### config.mk
export PLATFORM = sky130hd
export DESIGN_NAME = fileop_and_core
export DESIGN_NICKNAME = d
export VERILOG_FILES = /design/src/rtl/fileop_pkg.sv /design/src/rtl/fileop_phase_seq.sv /design/src/rtl/fileop_addr_gen.sv /design/src/rtl/fileop_and_dp.sv /design/src/rtl/fileop_and_core.sv
export SDC_FILE = /design/constraint.sdc
export NUM_CORES = 1
export LEC_CHECK = 0
export BUFFER_PORTS_ARGS = -buffer_cell sky130_fd_sc_hd__buf_4
export CAP_MARGIN = 30
export CORE_UTILIZATION = 47
export DETAILED_ROUTE_END_ITERATION = 10
export PLACE_DENSITY = 0.79
export SLEW_MARGIN = 20
export SYNTH_ARGS = -nofsm -noshare
export SYNTH_HDL_FRONTEND = slang
export SYNTH_SLANG_ARGS = --single-unit
export TNS_END_PERCENT = 50
### constraint.sdc
create_clock -name clk -period 2.8 [get_ports clk]
set_input_delay 0.14 -clock clk [delete_from_list [all_inputs] [get_ports clk]]
set_output_delay 0.14 -clock clk [all_outputs]
set_load 0.02 [all_outputs]
### src/rtl/fileop_pkg.sv
package fileop_pkg;

  localparam logic [5:0] OPC_AND_FILE = 6'b000101;

  typedef enum logic [2:0] {
    PH_IDLE = 3'd0,
    PH_DEC  = 3'd1,
    PH_RD   = 3'd2,
    PH_PROC = 3'd3,
    PH_WR   = 3'd4
  } phase_t;

  typedef struct packed {
    logic       to_file;   // destination: 1 = memory byte, 0 = working register
    logic       banked;    // 1 = bank register gives upper address bits
    logic [7:0] fsel;      // file field
  } op_fields_t;

endpackage

### src/rtl/fileop_phase_seq.sv
module fileop_phase_seq
  import fileop_pkg::*;
(
  input  logic   clk,
  input  logic   rst_n,
  input  logic   issue,
  input  logic   opc_ok,
  output phase_t phase,
  output logic   accept
);

  phase_t phase_d;

  always_comb begin
    accept  = 1'b0;
    phase_d = phase;
    unique case (phase)
      PH_IDLE: begin
        if (issue && opc_ok) begin
          accept  = 1'b1;
          phase_d = PH_DEC;
        end
      end
      PH_DEC:  phase_d = PH_RD;
      PH_RD:   phase_d = PH_PROC;
      PH_PROC: phase_d = PH_WR;
      PH_WR:   phase_d = PH_IDLE;
      default: phase_d = PH_IDLE;
    endcase
  end

  always_ff @(posedge clk or negedge rst_n) begin
    if (!rst_n) phase <= PH_IDLE;
    else        phase <= phase_d;
  end

  // a busy sequence never restarts at decode except from idle
  a_r9_no_restart: assert property (@(posedge clk) disable iff (!rst_n)
    (phase == PH_DEC) |-> ($past(phase) == PH_IDLE));

endmodule

### src/rtl/fileop_addr_gen.sv
module fileop_addr_gen #(
  parameter int ADDR_W    = 12,
  parameter int FILE_W    = 8,
  parameter int ACC_SPLIT = 8'h60,
  localparam int HI_W     = ADDR_W - FILE_W
) (
  input  logic [FILE_W-1:0] fsel,
  input  logic              banked,
  input  logic              ext_en,
  input  logic [HI_W-1:0]   bank,
  input  logic [ADDR_W-1:0] idx,
  output logic [ADDR_W-1:0] eff_addr,
  output logic              indexed
);

  logic [ADDR_W-1:0] f_zext;
  logic              low_half;

  always_comb begin
    f_zext   = {{HI_W{1'b0}}, fsel};
    low_half = (fsel < FILE_W'(ACC_SPLIT));
    indexed  = !banked && ext_en && low_half;
    if (banked)       eff_addr = {bank, fsel};
    else if (indexed) eff_addr = idx + f_zext;     // carry out of the top bit dropped
    else if (low_half) eff_addr = f_zext;
    else              eff_addr = {{HI_W{1'b1}}, fsel};
  end

endmodule

### src/rtl/fileop_and_dp.sv
module fileop_and_dp #(
  parameter int DATA_W = 8
) (
  input  logic              clk,
  input  logic              rst_n,
  input  logic              capture,
  input  logic              commit,
  input  logic [DATA_W-1:0] w_val,
  input  logic [DATA_W-1:0] mem_val,
  output logic [DATA_W-1:0] result,
  output logic              flag_n,
  output logic              flag_z
);

  logic [DATA_W-1:0] result_d;
  logic              flag_n_d, flag_z_d;

  always_comb begin
    result_d = capture ? (w_val & mem_val) : result;
    flag_n_d = commit ? result[DATA_W-1] : flag_n;
    flag_z_d = commit ? (result == '0)   : flag_z;
  end

  always_ff @(posedge clk or negedge rst_n) begin
    if (!rst_n) begin
      result <= '0;
      flag_n <= 1'b0;
      flag_z <= 1'b0;
    end else begin
      result <= result_d;
      flag_n <= flag_n_d;
      flag_z <= flag_z_d;
    end
  end

  // flags move only on a commit edge
  a_r8_flags_hold: assert property (@(posedge clk) disable iff (!rst_n)
    !$past(commit) |-> $stable({flag_n, flag_z}));

  // zero flag reflects the committed result
  a_r8_zero_tracks: assert property (@(posedge clk) disable iff (!rst_n)
    $past(commit) |-> (flag_z == ($past(result) == '0)));

endmodule

### src/rtl/fileop_and_core.sv
module fileop_and_core
  import fileop_pkg::*;
#(
  parameter int ADDR_W    = 12,
  parameter int DATA_W    = 8,
  parameter int FILE_W    = 8,
  parameter int ACC_SPLIT = 8'h60,
  localparam int BANK_W   = ADDR_W - FILE_W
) (
  input  logic              clk,
  input  logic              rst_n,
  input  logic              issue,
  input  logic [15:0]       instr,
  input  logic              ext_en,
  input  logic [BANK_W-1:0] bank_sel,
  input  logic [ADDR_W-1:0] idx_ptr,
  input  logic [DATA_W-1:0] w_in,
  output logic [ADDR_W-1:0] mem_addr,
  output logic              mem_rd_en,
  input  logic [DATA_W-1:0] mem_rdata,
  output logic              mem_wr_en,
  output logic [DATA_W-1:0] mem_wdata,
  output logic              w_we,
  output logic [DATA_W-1:0] w_wdata,
  output logic              flag_n,
  output logic              flag_z,
  output logic              busy,
  output logic              done
);

  phase_t            phase;
  logic              accept;
  logic              opc_ok;
  op_fields_t        fld_q, fld_d;
  logic [ADDR_W-1:0] addr_q, addr_d, addr_calc;
  logic              idx_mode;
  logic [DATA_W-1:0] result;

  assign opc_ok = (instr[15:10] == OPC_AND_FILE);

  fileop_phase_seq u_seq (
    .clk    (clk),
    .rst_n  (rst_n),
    .issue  (issue),
    .opc_ok (opc_ok),
    .phase  (phase),
    .accept (accept)
  );

  fileop_addr_gen #(
    .ADDR_W    (ADDR_W),
    .FILE_W    (FILE_W),
    .ACC_SPLIT (ACC_SPLIT)
  ) u_addr (
    .fsel     (fld_q.fsel),
    .banked   (fld_q.banked),
    .ext_en   (ext_en),
    .bank     (bank_sel),
    .idx      (idx_ptr),
    .eff_addr (addr_calc),
    .indexed  (idx_mode)
  );

  fileop_and_dp #(.DATA_W(DATA_W)) u_dp (
    .clk     (clk),
    .rst_n   (rst_n),
    .capture (phase == PH_PROC),
    .commit  (phase == PH_WR),
    .w_val   (w_in),
    .mem_val (mem_rdata),
    .result  (result),
    .flag_n  (flag_n),
    .flag_z  (flag_z)
  );

  // next-state for decoded fields and address
  always_comb begin
    fld_d  = accept ? op_fields_t'(instr[9:0]) : fld_q;
    addr_d = (phase == PH_DEC) ? addr_calc : addr_q;
  end

  always_ff @(posedge clk or negedge rst_n) begin
    if (!rst_n) begin
      fld_q  <= '0;
      addr_q <= '0;
    end else begin
      fld_q  <= fld_d;
      addr_q <= addr_d;
    end
  end

  always_comb begin
    busy      = (phase != PH_IDLE);
    done      = (phase == PH_WR);
    mem_addr  = addr_q;
    mem_rd_en = (phase == PH_RD);
    mem_wr_en = done && fld_q.to_file;
    mem_wdata = result;
    w_we      = done && !fld_q.to_file;
    w_wdata   = result;
  end

  // done always comes two cycles after the read request
  a_r2_read_before_done: assert property (@(posedge clk) disable iff (!rst_n)
    done |-> $past(mem_rd_en, 2));

  // a memory write only ever occurs in the done cycle
  a_r6_write_in_done: assert property (@(posedge clk) disable iff (!rst_n)
    mem_wr_en |-> done);

  // the two destinations are exclusive
  a_r7_one_dest: assert property (@(posedge clk) disable iff (!rst_n)
    !(mem_wr_en && w_we));

  // high access window lands on the top page
  a_r4_high_window: assert property (@(posedge clk) disable iff (!rst_n)
    (mem_rd_en && !fld_q.banked && (fld_q.fsel >= FILE_W'(ACC_SPLIT)))
      |-> (mem_addr[ADDR_W-1:FILE_W] == {BANK_W{1'b1}}));

  // indexed mode is only chosen for low file values
  a_r5_idx_low_only: assert property (@(posedge clk) disable iff (!rst_n)
    (phase == PH_DEC && idx_mode) |-> (fld_q.fsel < FILE_W'(ACC_SPLIT)));

endmodule

==> impl_metrics.csv, run 1 <==
group,metric,value,unit
floorplanning,die_h,67.35,um
yosys,synthTopCellsByArea,"dfrtp_1 (44%), nand2_1 (5.8%), mux2_2 (5.0%)",
timing,layout_setup_ws,0.5690,ns
clock_network,cts_buffer_depth,2,
critical_path,required,2.97,ns
timing,slew_violations,0,
clock_network,root_buffer,"clkbuf_8",
clock_network,clock_sinks,35,
routing,route.detailed.drc,0,
clock_network,path_clk_slew,0.07,ns
floorplanning,io-pin-count,87,
clock_network,htree_levels,2,
final_layout,final_layout_size_suffix_gt1_share,36.70,%
timing,tns,0,ns
timing,setup_viol,0,
yosys,synth_most_common_cell,"dfrtp_1",
yosys,syn_area_per_cell,9.378,um2
floorplanning,core_area,4058,um2
critical_path,arrival,2.40,ns
yosys,synth_top_area_share,43.64,%
clock_network,insertion_delay,0.29,ns
final_layout,diodes,0,
timing,fin_skew,0.003454,ns
final_layout,fin_util,67.53,%
yosys,seq_area_frac_synth,43.64,%
run,maxCapViolations,0,
status,outcome,"complete, no violations",
floorplanning,rows,23,
final_layout,fin_nets,357,
clock_network,postCtsHoldBufs,1,
timing,rsz0062_at_grt,"no",
yosys,ys_types,42,
critical_path,worstPathMaxFanout,3,
final_layout,area_growth,36.53,%
yosys,async_reset_ff_share,100.0,%
grt,antenna_found_initial,0,
routing,vias_per_cell,5.159,
yosys,synth-seq-cells,35,
timing,worst_hold_slack,0.05839,ns
floorplanning,die_area,4535,um2
grt,grt_pass1_wl,7169,um
critical_path,start_kind,"flip-flop",
yosys,yosys_warnings,0,
routing,wl_per_cell,12.87,um
timing,period_needed,2.231,ns
clock_network,tritoncts,"yes",
clock_network,cts_buffers,5,
yosys,synth.largest_area_cell,"dfrtp_1",
placed_design,gp_congestion,0.8638,
hold_path,hold_path_class,"primary input to flip-flop",
routing,drt-pass1-iter-count,4,
grt,grt_overflow_total,0,
power_and_ir_drop,leakage,1.341,nW
critical_path,path_class,"flip-flop to flip-flop",
routing,drtIter0Drc,92,
routing,antenna_left,0,
timing,relSlewSlack,51.28,%
power_and_ir_drop,pwr_density_cell,859.0,nW/um2
timing,fin_crit_sh,79.68,%
grt,grtUsageTotal,21.37,%
placed_design,port_buffers,86,
yosys,synth_edf_count,0,
routing,finalWirelength,4466,um
clock_network,cts_setup_buffers,0,
routing,vias,1790,
timing,max_freq,448.2,MHz
placed_design,post-place-ws,0.5762,ns
floorplanning,die_w,67.35,um
critical_path,end_kind,"flip-flop",
power_and_ir_drop,peakVddDrop,0.5350,mV
timing,final_hold_viol_count,0,
grt,grt_max_degree,36,
yosys,syn-instance-count,214,
yosys,mappedNetlistArea,2007,um2
clock_network,cts_resized,0,
timing,worst_slew_pin_slew,0.7292,ns
floorplanning,start_util,49.46,%
yosys,synthTopCellsByCount,"dfrtp_1 (35), nand2_1 (31), o21ai_0 (19), a21oi_1 (11), nor2_1 (10)",
grt,first_global_vias,1604,
final_layout,fill_cells,340,
yosys,synthFlopType,"dfrtp_1",
placed_design,dp_hpwl,3416,um
yosys,syn-num-nets,275,
[state kept, by name (all words and copies together), names as in the netlist]
name / count
u_dp.result: 8
u_dp.flag_z: 1
u_dp.flag_n: 1
mem_addr: 12
fld_q: 10
u_seq.phase: 3
[kinds of logic (layout without fill, tap and decap cells)]
group / count (synthesis) / after routing / synth area share, %
and+or+nand+nor: 77 / 77 / 19.33
AOI/OAI and AO/OA: 54 / 54 / 16.46
DFF: 35 / 35 / 43.64
buffers and inverters: 22 / 105 / 5.922
muxes: 11 / 11 / 6.048
adders and majority gates: 9 / 9 / 5.985
xor gates and xnor gates: 6 / 6 / 2.618
[path summary, 6_finish.rpt]
check                      slack [ns]                      end               startpoint  cells past startpoint
min                              0.06     fld_q[7]$_DFFE_PN0P_                 instr[7]                      3
min in group asynchronous        0.34  mem_addr[1]$_DFFE_PN0P_                    rst_n                      2
max reg2reg                      0.57  mem_addr[8]$_DFFE_PN0P_     fld_q[0]$_DFFE_PN0P_                      9
max                              0.57  mem_addr[8]$_DFFE_PN0P_     fld_q[0]$_DFFE_PN0P_                      9
max in group asynchronous        2.15     fld_q[4]$_DFFE_PN0P_                    rst_n                      2
min reg2reg                      0.48  mem_addr[5]$_DFFE_PN0P_  mem_addr[5]$_DFFE_PN0P_                      2
[report_power, final]
group          total, mW  switching (mW)  leakage (nW)  internal (mW)
clock network      0.360           0.187        0.0402          0.173
registers          0.840           0.159         0.440          0.681
logic               1.15           0.628         0.861          0.526
total               2.35           0.974          1.34           1.38
[metal layers]
metal	up-vias	track usage, %	routed length [um]
li1	912	-	-
met1	809	27.06	1927
met2	65	35.00	2206
met3	4	6.757	308
met4	0	5.585	24
met5	-	0	0
[cells in the final DEF, fill, tap and decap left out, types with 7 or more instances in the layout]
cell     instances
inv_1            8
ha_1             8
mux2_2           9
a21oi_1         11
dfrtp_1         35
o21ai_0         19
nand2_1         31
o21ai_1          7
nor2_1          10
buf_4           88
[cell type report]
| cell class | count | area [um2] | area share, % |
|---|---|---|---|
| multi-input cells | 157 | 1012 | 36.94 |
| flip-flops and latches | 35 | 875.8 | 31.96 |
| repair buffers | 89 | 670.6 | 24.47 |
| clock buffers | 5 | 68.82 | 2.511 |
| well taps | 50 | 62.56 | 2.283 |
| inverters | 8 | 30.03 | 1.096 |
| clock inverters | 3 | 20.02 | 0.7306 |
[through the flow]
step | cell area, um2 | std cells | power (mW)
after floorplan | 2007 | 214 | 1.592
after global placement | 2641 | 338 | 1.975
after detailed placement | 2641 | 338 | 2.008
after CTS | 2740 | 347 | 2.378
after global routing | 2740 | 347 | 2.545
final | 2740 | 347 | 2.354
[critical path, stage by stage, from the launching register on]
cell and delay (ns):
dfrtp_1 0.37, ha_1 0.21, inv_1 0.07, fa_1 0.38, nor2b_1 0.18, o21ai_1 0.11
a21oi_1 0.23, nor2_1 0.09, and4_1 0.18, or3_1 0.29
No activity file was read; power rests on OpenSTA's default activity.
==> run 2, diff against run 1 <==
Clock period 2.8 ns to 2.23 ns, I/O delays scaled along.
==> impl_metrics.csv, run 2 (synthesis results as in run 1) <==
group,metric,value,unit
timing,slew_violations,0,
grt,antenna_found_initial,0,
timing,worst_slew_pin_slew,0.5947,ns
final_layout,fin_nets,359,
floorplanning,io-pin-count,87,
critical_path,end_kind,"flip-flop",
critical_path,worstPathMaxFanout,3,
clock_network,cts_setup_buffers,0,
timing,rsz0062_at_grt,"no",
placed_design,port_buffers,86,
clock_network,insertion_delay,0.29,ns
floorplanning,die_area,4535,um2
final_layout,largest_reg_flops,12,
routing,drtIter0Drc,94,
final_layout,seqCellArea,875.8,um2
final_layout,diodes,0,
routing,route.detailed.drc,0,
timing,fin_crit_sh,94.23,%
floorplanning,core_area,4058,um2
critical_path,r2r_slack,0.13,ns
critical_path,reg2reg_from,"fld_q[0]$_DFFE_PN0P_",
timing,final_hold_viol_count,0,
critical_path,required,2.40,ns
floorplanning,rows,23,
routing,finalWirelength,4467,um
timing,setup_viol,0,
critical_path,crit_chain,"ha_4 -> inv_1 -> fa_1 -> nor2b_2 -> o21ai_2 -> a21oi_2 -> nor2_1 -> and4_1 -> or3_1",
critical_path,path_class,"flip-flop to flip-flop",
run,maxCapViolations,0,
power_and_ir_drop,peakVddDrop,0.8209,mV
critical_path,r2r_cells,9,
critical_path,arrival,2.27,ns
placed_design,gp_congestion,0.8455,
routing,antenna_left,0,
grt,grtUsageTotal,21.20,%
final_layout,fill_cells,343,
critical_path,slowest_stage,"dfrtp_1",
timing,max_freq,475.9,MHz
critical_path,crit_path_start,"fld_q[0]$_DFFE_PN0P_",
grt,grt_overflow_total,0,
routing,vias_per_cell,5.284,
placed_design,dp_hpwl,3374,um
placed_design,post-place-ws,0.03508,ns
clock_network,path_clk_slew,0.08,ns
routing,drt-pass1-iter-count,4,
power_and_ir_drop,pwr_density_cell,1074,nW/um2
routing,vias,1844,
timing,period_needed,2.101,ns
grt,grt_pass1_wl,7203,um
hold_path,hold_path_class,"primary input to flip-flop",
grt,grt_max_degree,36,
floorplanning,die_w,67.35,um
clock_network,tritoncts,"yes",
clock_network,htree_levels,2,
critical_path,crit_path_max_incr_delay,0.41,ns
grt,first_global_vias,1645,
timing,layout_setup_ws,0.1286,ns
clock_network,clock_sinks,35,
power_and_ir_drop,leakage,1.352,nW
critical_path,reg2reg_to,"mem_addr[8]$_DFFE_PN0P_",
clock_network,cts_buffers,5,
critical_path,start_kind,"flip-flop",
status,outcome,"complete, no violations",
timing,relSlewSlack,60.35,%
timing,tns,0,ns
final_layout,fin_cells,349,
floorplanning,die_h,67.35,um
clock_network,cts_buffer_depth,2,
final_layout,area_growth,38.40,%
placed_design,dp_cells,340,
final_layout,final_layout_size_suffix_gt1_share,38.46,%
timing,fin_skew,0.005539,ns
critical_path,cp-endpoint,"mem_addr[8]$_DFFE_PN0P_",
final_layout,multi_input_area,1035,um2
timing,worst_hold_slack,0.02903,ns
final_layout,final_common_cell,"buf_4",
clock_network,root_buffer,"clkbuf_8",
floorplanning,start_util,49.46,%
routing,wl_per_cell,12.80,um
final_layout,final_cell_mix,"buf_4 (90), dfrtp_1 (35), nand2_1 (31), o21ai_0 (19)",
## run 2: what timing repair did
action,4_1_cts,5_1_grt
hold buffers,1,0
endpoints found under the setup margin,0,2
gates resized for setup,0,5
endpoints found under the hold margin,35,0
## run 2: layout make-up
class,instances,area share [%]
multi-input combinational,157,37.25
sequential,35,31.53
timing repair buffer,91,24.68
clock buffer,5,2.477
tap,50,2.252
inverter,8,1.081
clock inverter,3,0.7207
## run 2: how the worst min path moves through the flow
stage                     startpoint                 endpoint  depth (start not counted)
after floorplan                rst_n     fld_q[0]$_DFFE_PN0P_                          0
after global placement         rst_n  mem_addr[1]$_DFFE_PN0P_                          1
after detailed placement       rst_n  mem_addr[1]$_DFFE_PN0P_                          1
after CTS                   instr[7]     fld_q[7]$_DFFE_PN0P_                          3
after global routing        instr[6]     fld_q[6]$_DFFE_PN0P_                          2
final                       instr[7]     fld_q[7]$_DFFE_PN0P_                          3
## run 2: metrics by stage
step	util (%)	instance area [um2]	total power [mW]
after floorplan	-	2007	1.999
after global placement	65.46	2656	2.493
after detailed placement	65.46	2656	2.531
after CTS	67.90	2755	2.996
after global routing	68.46	2778	3.206
final	68.46	2778	2.983
## run 2: worst max-delay path, delay by kind of cell (launching register included)
kind	cells	cell delay, ns
and+or+nand+nor	4	0.71
AOI/OAI and AO/OA	2	0.25
adders and majority gates	2	0.56
buffers and inverters	1	0.05
DFF	1	0.41
## run 2: per-layer routing
| layer | global-route usage (%) | share of wire [%] | vias up |
|---|---|---|---|
| met3 | 5.236 | 7.4 | 8 |
| met5 | 0 | 0 | - |
| met2 | 35.75 | 48 | 69 |
| met4 | 7.713 | 1.4 | 0 |
| li1 | - | - | 917 |
| met1 | 26.03 | 44 | 850 |
## run 2: report_power, final
part	leakage, nW	switching [mW]	total, mW	internal [mW]
clock network	0.0402	0.241	0.458	0.217
logic	0.872	0.793	1.47	0.676
registers	0.440	0.201	1.06	0.855
==> run 3, diff against run 2 <==
Settings changed: CELL_PAD_IN_SITES_DETAIL_PLACEMENT set to 0, CELL_PAD_IN_SITES_GLOBAL_PLACEMENT set to 2, CORE_UTILIZATION 47 to 27, PLACE_DENSITY 0.79 to not set, PLACE_DENSITY_LB_ADDON set to 0.1.
==> impl_metrics.csv, run 3 (synthesis results as in run 1) <==
group,metric,value,unit
timing,setup_viol,0,
final_layout,final_cell_mix,"buf_4 (92), dfrtp_1 (35), nand2_1 (31), o21ai_0 (19)",
floorplanning,io-pin-count,87,
grt,first_global_vias,1836,
floorplanning,start_util,27.82,%
critical_path,cp_top_family,"simple AND/OR/NAND/NOR gates",
clock_network,clock_sinks,35,
final_layout,diodes,0,
critical_path,end_kind,"flip-flop",
grt,antenna_found_initial,0,
timing,worst_slew_pin_slew,0.6222,ns
grt,grt_pass1_wl,8845,um
placed_design,dp_hpwl,4052,um
clock_network,path_clk_slew,0.07,ns
timing,slew_violations,0,
clock_network,cts_setup_buffers,0,
routing,route.detailed.drc,0,
critical_path,crit_chain,"ha_4 -> inv_1 -> fa_1 -> nor2b_2 -> o21ai_2 -> a21oi_2 -> nor2_1 -> and4_1 -> or3_1",
final_layout,final_common_cell,"buf_4",
critical_path,worstPathMaxFanout,3,
timing,rsz0062_at_grt,"no",
grt,grt_max_degree,36,
hold_path,hold_path_class,"primary input to flip-flop",
routing,drt-pass1-iter-count,4,
critical_path,crit_path_max_incr_delay,0.40,ns
timing,period_needed,2.087,ns
power_and_ir_drop,pwr_density_cell,1069,nW/um2
timing,final_hold_viol_count,0,
run,maxCapViolations,0,
clock_network,insertion_delay,0.29,ns
power_and_ir_drop,peakVddDrop,0.3917,mV
critical_path,path_buf_inv,1,
floorplanning,core_area,7214,um2
timing,fin_crit_sh,93.58,%
clock_network,htree_levels,2,
floorplanning,die_area,7782,um2
clock_network,tritoncts,"yes",
routing,antenna_left,0,
floorplanning,rows,31,
critical_path,start_kind,"flip-flop",
timing,fin_skew,0.005143,ns
placed_design,gp_congestion,0.8541,
floorplanning,die_w,88.22,um
critical_path,path_class,"flip-flop to flip-flop",
power_and_ir_drop,fin_total_pwr,3.063,mW
critical_path,required,2.39,ns
routing,wl_per_cell,13.21,um
floorplanning,die_h,88.22,um
final_layout,largest_reg_flops,12,
placed_design,port_buffers,86,
final_layout,final_layout_size_suffix_gt1_share,38.54,%
grt,grt_overflow_total,0,
timing,tns,0,ns
critical_path,arrival,2.25,ns
status,outcome,"complete, no violations",
routing,vias,1788,
critical_path,slowest_stage,"dfrtp_1",
clock_network,cts_buffer_depth,2,
final_layout,area_growth,42.77,%
power_and_ir_drop,leakage,1.373,nW
clock_network,cts_buffers,5,
timing,relSlewSlack,58.43,%
final_layout,fin_nets,361,
routing,finalWirelength,5282,um
grt,grtUsageTotal,15.20,%
routing,drtIter0Drc,53,
clock_network,root_buffer,"clkbuf_8",
timing,max_freq,479.2,MHz
routing,vias_per_cell,4.470,
run 3: stage by stage:
stage                     setup slack, ns  util (%)  instance area, um2  instances  hold slack (ns)
after detailed placement         0.007267     37.88                2733        391           0.1026
after floorplan                    0.2111         -                2007        214          -0.1841
after global placement             0.1116     37.88                2733        391           0.1046
after CTS                         0.03448     39.46                2846        400         0.008825
final                              0.1431     39.72                2865        400          0.01960
after global routing              0.02962     39.72                2865        400          0.01275
run 3: worst reg2reg max path: stages, from the launching register on:
cell,delay (ns)
dfrtp_1,0.40
ha_4,0.16
inv_1,0.05
fa_1,0.38
nor2b_2,0.16
o21ai_2,0.09
a21oi_2,0.17
nor2_1,0.07
and4_1,0.18
or3_1,0.30
run 3: area by class of cell:
class	count	area [um2]
Clock buffer	8	100.1
Fill cell	777	4349
Inverter	8	30.03
Multi-Input combinational cell	157	1035
Sequential cell	35	875.8
Tap cell	99	123.9
Timing Repair Buffer	93	700.7
run 3: worst paths after layout:
check | slack (ns) | endpoint | cells after the start | from
setup / recovery | 0.14 | mem_addr[8]$_DFFE_PN0P_ | 9 | fld_q[0]$_DFFE_PN0P_
hold / removal | 0.02 | fld_q[7]$_DFFE_PN0P_ | 3 | instr[7]
setup reg to reg | 0.14 | mem_addr[8]$_DFFE_PN0P_ | 9 | fld_q[0]$_DFFE_PN0P_
hold reg to reg | 0.48 | mem_addr[5]$_DFFE_PN0P_ | 2 | mem_addr[5]$_DFFE_PN0P_
max in group asynchronous | 1.58 | mem_addr[8]$_DFFE_PN0P_ | 2 | rst_n
min in group asynchronous | 0.32 | mem_addr[2]$_DFFE_PN0P_ | 2 | rst_n
run 3: repair_timing:
item                                    4_1_cts  5_1_grt
resized for setup                             1        4
endpoints found under the setup margin        1        2
hold buffers                                  1        0
cloned                                        0        0
endpoints found under the hold margin        35        0
pin swaps                                     1        1
run 3: power breakdown:
group / switching (mW) / leakage [nW] / internal, mW / total (mW)
Clock: 0.230 / 0.0515 / 0.282 / 0.512
Combinational: 0.807 / 0.882 / 0.680 / 1.49
Sequential: 0.209 / 0.440 / 0.855 / 1.06
Total: 1.25 / 1.37 / 1.82 / 3.06
run 3: layer usage:
layer / vias to the layer above / routed length (um) / GRT usage [%]
met2: 59 / 2530 / 25.03
li1: 918 / - / -
met5: - / 0 / 0
met1: 801 / 2353 / 18.52
met4: 0 / 104 / 7.185
met3: 10 / 293 / 4.011
